<file path="config.mk">
export PLATFORM = sky130hd
export DESIGN_NAME = wram_own_ctrl
export DESIGN_NICKNAME = d
export VERILOG_FILES = /design/src/rtl/wram_own_pkg.sv /design/src/rtl/wram_rst_sync.sv /design/src/rtl/wram_mode_reg.sv /design/src/rtl/wram_xlate.sv /design/src/rtl/wram_own_ctrl.sv
export SDC_FILE = /design/constraint.sdc
export NUM_CORES = 1
export LEC_CHECK = 0
export BUFFER_PORTS_ARGS = -buffer_cell sky130_fd_sc_hd__buf_2
export CAP_MARGIN = 10
export CORE_MARGIN = 4
export CORE_UTILIZATION = 43
export DETAILED_ROUTE_END_ITERATION = 10
export MAX_ROUTING_LAYER = met4
export PLACE_DENSITY = 0.79
export SETUP_SLACK_MARGIN = 0.05
export SYNTH_ARGS = -nofsm -noshare
export SYNTH_HDL_FRONTEND = slang
export SYNTH_SLANG_ARGS = --single-unit
</file>
<file path="constraint.sdc">
create_clock -name clk -period 1.7 [get_ports clk]
set_input_delay 0.085 -clock clk [delete_from_list [all_inputs] [get_ports clk]]
set_output_delay 0.085 -clock clk [all_outputs]
set_load 0.01 [all_outputs]
</file>
<file path="src/rtl/wram_own_pkg.sv">
package wram_own_pkg;
  localparam int ADDR_W   = 24;
  localparam int PHYS_W   = 18;
  localparam int CTL_W    = 8;

  // control byte field positions (decoded by neighbours)
  localparam int B_SWAP   = 0;
  localparam int B_REQ    = 1;
  localparam int B_SPLIT  = 2;
  localparam int B_BANK_L = 6;

  localparam logic [CTL_W-1:0] MAIN_MASK = 8'hC2;
  localparam logic [CTL_W-1:0] SUB_MASK  = 8'h1D;

  typedef enum logic {SIDE_MAIN = 1'b0, SIDE_SUB = 1'b1} side_e;

  typedef struct packed {
    logic              valid;
    logic              lane;
    logic [PHYS_W-1:0] phys;
  } xlate_t;
endpackage

</file>
<file path="src/rtl/wram_rst_sync.sv">
module wram_rst_sync #(
  parameter int STAGES = 2
) (
  input  logic clk,
  input  logic rst_n,
  output logic rst_q_n
);
  logic [STAGES-1:0] chain_q;
  logic [STAGES-1:0] chain_d;

  always_comb begin
    chain_d = {chain_q[STAGES-2:0], 1'b1};
  end

  always_ff @(posedge clk or negedge rst_n) begin
    if (!rst_n) chain_q <= '0;
    else        chain_q <= chain_d;
  end

  assign rst_q_n = chain_q[STAGES-1];
endmodule

</file>
<file path="src/rtl/wram_mode_reg.sv">
module wram_mode_reg
  import wram_own_pkg::*;
(
  input  logic             clk,
  input  logic             rst_n,
  input  logic             m_we,
  input  logic [CTL_W-1:0] m_d,
  input  logic             s_we,
  input  logic [CTL_W-1:0] s_d,
  output logic [CTL_W-1:0] q
);
  logic [CTL_W-1:0] after_main;
  logic [CTL_W-1:0] nxt;
  logic             upd_en;

  function automatic logic [CTL_W-1:0] main_merge(input logic [CTL_W-1:0] old,
                                                  input logic [CTL_W-1:0] d);
    logic [CTL_W-1:0] r;
    r = (d & MAIN_MASK) | (old & SUB_MASK);
    if (!r[B_SPLIT] && r[B_REQ]) r[B_SWAP] = 1'b0;
    return r;
  endfunction

  function automatic logic [CTL_W-1:0] sub_merge(input logic [CTL_W-1:0] old,
                                                 input logic [CTL_W-1:0] d);
    logic [CTL_W-1:0] r;
    logic [CTL_W-1:0] dm;
    dm = d & SUB_MASK;
    if (dm[B_SPLIT]) begin
      r = dm | (old & MAIN_MASK);
      if ((r[B_SPLIT] != old[B_SPLIT]) || (r[B_SWAP] != old[B_SWAP]))
        r[B_REQ] = 1'b0;
    end else begin
      r = dm | (old & (MAIN_MASK | 8'h01));
      if (r[B_SWAP]) r[B_REQ] = 1'b0;
    end
    return r;
  endfunction

  always_comb begin
    after_main = m_we ? main_merge(q, m_d) : q;
    nxt        = s_we ? sub_merge(after_main, s_d) : after_main;
    upd_en     = m_we | s_we;
  end

  always_ff @(posedge clk or negedge rst_n) begin
    if (!rst_n)      q <= '0;
    else if (upd_en) q <= nxt;
  end
endmodule

</file>
<file path="src/rtl/wram_xlate.sv">
module wram_xlate
  import wram_own_pkg::*;
#(
  parameter side_e       SIDE     = SIDE_MAIN,
  parameter logic [23:0] WIN_FULL = 24'h200000,
  parameter logic [23:0] WIN_HALF = 24'h200000
) (
  input  logic              clk,
  input  logic              rst_n,
  input  logic              req,
  input  logic [ADDR_W-1:0] addr,
  input  logic              split,
  input  logic              swap,
  output xlate_t            res
);
  localparam int HALF_W = PHYS_W - 1;

  logic   half_sel;
  logic   hit_full;
  logic   hit_half;
  xlate_t res_d;

  generate
    if (SIDE == SIDE_SUB) begin : g_sub
      assign half_sel = ~swap;
    end else begin : g_main
      assign half_sel = swap;
    end
  endgenerate

  always_comb begin
    hit_full = (addr[ADDR_W-1:PHYS_W] == WIN_FULL[ADDR_W-1:PHYS_W]);
    hit_half = (addr[ADDR_W-1:HALF_W] == WIN_HALF[ADDR_W-1:HALF_W]);
    res_d    = '0;
    res_d.valid = req & (split ? hit_half : hit_full);
    if (res_d.valid) begin
      res_d.lane = addr[0];
      res_d.phys = split ? {addr[HALF_W-1:1], half_sel, addr[0]} : addr[PHYS_W-1:0];
    end
  end

  always_ff @(posedge clk or negedge rst_n) begin
    if (!rst_n) res <= '0;
    else        res <= res_d;
  end
endmodule

</file>
<file path="src/rtl/wram_own_ctrl.sv">
module wram_own_ctrl
  import wram_own_pkg::*;
(
  input  logic              clk,
  input  logic              rst_n,
  input  logic              main_wr_en,
  input  logic [CTL_W-1:0]  main_wr_data,
  input  logic              sub_wr_en,
  input  logic [CTL_W-1:0]  sub_wr_data,
  output logic [CTL_W-1:0]  ctl_reg,
  input  logic              main_req,
  input  logic [ADDR_W-1:0] main_addr,
  output logic              main_valid,
  output logic [PHYS_W-1:0] main_phys,
  output logic              main_lane,
  input  logic              sub_req,
  input  logic [ADDR_W-1:0] sub_addr,
  output logic              sub_valid,
  output logic [PHYS_W-1:0] sub_phys,
  output logic              sub_lane
);
  logic   rst_sync_n;
  xlate_t m_res;
  xlate_t s_res;

  wram_rst_sync #(.STAGES(2)) u_rst (
    .clk(clk), .rst_n(rst_n), .rst_q_n(rst_sync_n)
  );

  wram_mode_reg u_reg (
    .clk(clk), .rst_n(rst_sync_n),
    .m_we(main_wr_en), .m_d(main_wr_data),
    .s_we(sub_wr_en),  .s_d(sub_wr_data),
    .q(ctl_reg)
  );

  wram_xlate #(.SIDE(SIDE_MAIN), .WIN_FULL(24'h200000), .WIN_HALF(24'h200000)) u_main_x (
    .clk(clk), .rst_n(rst_sync_n), .req(main_req), .addr(main_addr),
    .split(ctl_reg[B_SPLIT]), .swap(ctl_reg[B_SWAP]), .res(m_res)
  );

  wram_xlate #(.SIDE(SIDE_SUB), .WIN_FULL(24'h080000), .WIN_HALF(24'h0C0000)) u_sub_x (
    .clk(clk), .rst_n(rst_sync_n), .req(sub_req), .addr(sub_addr),
    .split(ctl_reg[B_SPLIT]), .swap(ctl_reg[B_SWAP]), .res(s_res)
  );

  assign main_valid = m_res.valid;
  assign main_phys  = m_res.phys;
  assign main_lane  = m_res.lane;
  assign sub_valid  = s_res.valid;
  assign sub_phys   = s_res.phys;
  assign sub_lane   = s_res.lane;
endmodule

</file>
==> run summary <==
Status = complete, no violations
Synth Instances = 160
Netlist Area Pre-Place = 2010 um^2
Cell types with the highest counts after synthesis = 47 x dfrtp_1, 38 x nor2_1, 33 x mux2i_1
Number of antenna violations at the first check in global routing = 0
Post-DRT Antenna Nets = 0
Dpl cell area = 2570 um^2
Chip Width = 76.4 um
Post-layout minimum cycle time = 1.42 ns
Final Max Slew Viols = 0
Sequential area share after synthesis = 58.4%
Drt via density = 4.76
VDD IR max = 0.000387 V
Fmax = 705 MHz
Fillers = 402
Initial DRT Pass Iterations = 4
Starting Density = 45.3%
Num rows = 24
Diode count = 0
Final hold vios = 0
Kind of end point of the critical path = flop
Detail Placement HPWL = 3530 um
Clock sink total = 47
Die Y = 76.4 um
Cell area after layout = 2680 um^2
Resized Gates After CTS = 0
Post-synth EDFFs = 0
TNS Setup = 0 ns
Grt ovf = 0
Ys async rst share = 100%
Die area = 5840 um^2
Max-cap violations = 0
RSZ-0062 raised after global routing = no
Min-delay worst type = in2reg
Clock Path Buffers = 2
DRT iter0 DRCs = 22
Share of cells above drive strength 1 = 47.8%
First-pass GRT wire length = 7620 um
Skew final = 0.00719 ns
Rel. slew slack = 62.6%
CP peak stage delay = 0.49 ns
WP data required = 1.85 ns
IO buf count = 107
Main synth FF type = dfrtp_1
Total number of vias = 1533
Slowest cell on the critical path = o2111ai_4
Largest net degree at the start of global routing = 28
Synth unique cells = 21
Count leader, synth = dfrtp_1
Clk pin slew, worst setup/hold paths = 0.08 ns
H-tree Lvls = 2
GRT Total Usage = 16.6%
LEAKAGE = 1.57 nW
Synth top area cells = dfrtp_1 58%, mux2i_1 16%, nor2_1 7.1%, buf_4 3.0%, mux2_2 2.8%
Vias in the first global route = 1725
Residual DRC count = 0
Total Wirelength = 4480 um
Root Buffer = clkbuf_8
Final critical-path share of the clock period = 83.4%
Area Overhead vs Synth = 33.0%
Total CTS buffers = 5
CP Cell Sequence = and3b_4 > o2111ai_4 > nor2_1
Share of the synthesized area in the top cell type = 58.4%
Critical Path Source Type = flop
Routed len/inst = 13.9 um
Largest area contributor in the netlist = dfrtp_1
Clock Latency Late Sink = 0.29 ns
Placeable Area = 4440 um^2
Final setup violation count = 0
Arrival time worst endpoint = 1.57 ns
Kind of critical path = reg2reg
Overall Power = 2.11 mW
Post-synthesis register bit count = 47
Cell area power density = 788 nW/um^2
Post-Synthesis Net Count = 231
CTS tree = done
Fin nets = 340
Synth Warn # = 0
Syn avg cell area = 12.6 um^2
GP Congestion = 0.735
Worst-path fanout max = 19
Worst slew pin tran = 0.561 ns
Io pins = 118
state kept, by name (all words and copies together) (netlist names):
register       cells
u_main_x.res      19
u_reg.q            7
u_rst.chain_q      2
u_sub_x.res       19
path summary, 6_finish.rpt:
kind | startpoint | to | slack (ns) | cells after the start
worst max-delay path | u_reg.q[2] | u_sub_x.res[6] | 0.28 | 3
worst min-delay path | sub_wr_data[3] | u_reg.q[3] | 0.03 | 2
worst max register to register | u_reg.q[2] | u_sub_x.res[6] | 0.28 | 3
worst min register to register | u_rst.chain_q[1] | u_reg.q[2] | 0.22 | 0
max in group asynchronous | u_rst.chain_q[1] | u_main_x.res[15] | 0.99 | 1
min in group asynchronous | rst_n | u_rst.chain_q[1] | 0.11 | 2
metal layers:
layer  share of wire (%)  GRT usage (%)
met1                  39           17.8
met2                  53           30.1
met3                 7.3           4.02
met4                0.45           4.89
met5                   0              -
cells in the final DEF, fill, tap and decap left out:
| cell | count |
|---|---|
| and3b_4 | 1 |
| buf_12 | 1 |
| clkbuf_8 | 5 |
| dlygate4sd3_1 | 3 |
| dfrtp_2 | 2 |
| nand2b_1 | 3 |
| nand4_4 | 1 |
| clkbuf_1 | 2 |
| inv_1 | 6 |
| mux2_2 | 5 |
| ha_1 | 1 |
| a32oi_1 | 1 |
| nor4b_4 | 2 |
| nand3_1 | 1 |
| buf_4 | 3 |
| mux2i_1 | 33 |
| nor2_1 | 38 |
| a211oi_1 | 1 |
| conb_1 | 2 |
| dfrtp_1 | 45 |
| nand3b_1 | 1 |
| clkinv_2 | 1 |
| o21ai_0 | 2 |
| nand2_1 | 2 |
| o2111ai_4 | 1 |
| buf_2 | 107 |
per-stage QoR:
stage	hold slack, ns	instances	worst slack, ns	util (%)
after detailed placement	-0.126	311	0.267	57.7
after global placement	-0.130	311	0.304	57.7
after CTS	0.0185	322	0.246	60.2
after floorplan	-0.211	160	0.202	-
final	0.0264	322	0.282	60.2
after global routing	0.0117	322	0.184	60.2
layout make-up:
cell class	count	area, um^2	area share (%)
inverter	6	22.5	0.841
multi-input combinational	95	722	27.0
timing repair buffer	114	608	22.7
sequential	47	1180	44.0
clock inverter	1	5.00	0.187
tap	52	65.1	2.43
clock buffer	7	76.3	2.85
power by group:
group	switching (mW)	leakage (nW)	internal [mW]
clock	0.339	0.0422	0.289
sequential	0.0259	0.636	1.14
combinational	0.153	0.894	0.165
total	0.517	1.57	1.59
critical path, delay by kind of cell (launching register included):
kind	cells	cell delay, ns
compound gates	1	0.49
flops	1	0.47
simple gates	2	0.32
cell families (layout without fill, tap and decap cells):
logic type      Yosys count  after routing  share of synthesized area, %
flops                    47             47                          58.4
fa+ha+maj                 1              1                         0.621
simple gates             49             49                          13.1
other cells               2              2                         0.373
compound gates            5              5                          2.61
mux                      38             38                          19.2
buf+inv                  18            128                          5.72
what timing repair did:
| action | 4_1_cts | 5_1_grt |
|---|---|---|
| buffers inserted | 0 | 0 |
| endpoints found under the hold margin | 4 | 0 |
| hold buffers | 3 | 0 |
Note: power is estimated with default switching activity, not from simulation.
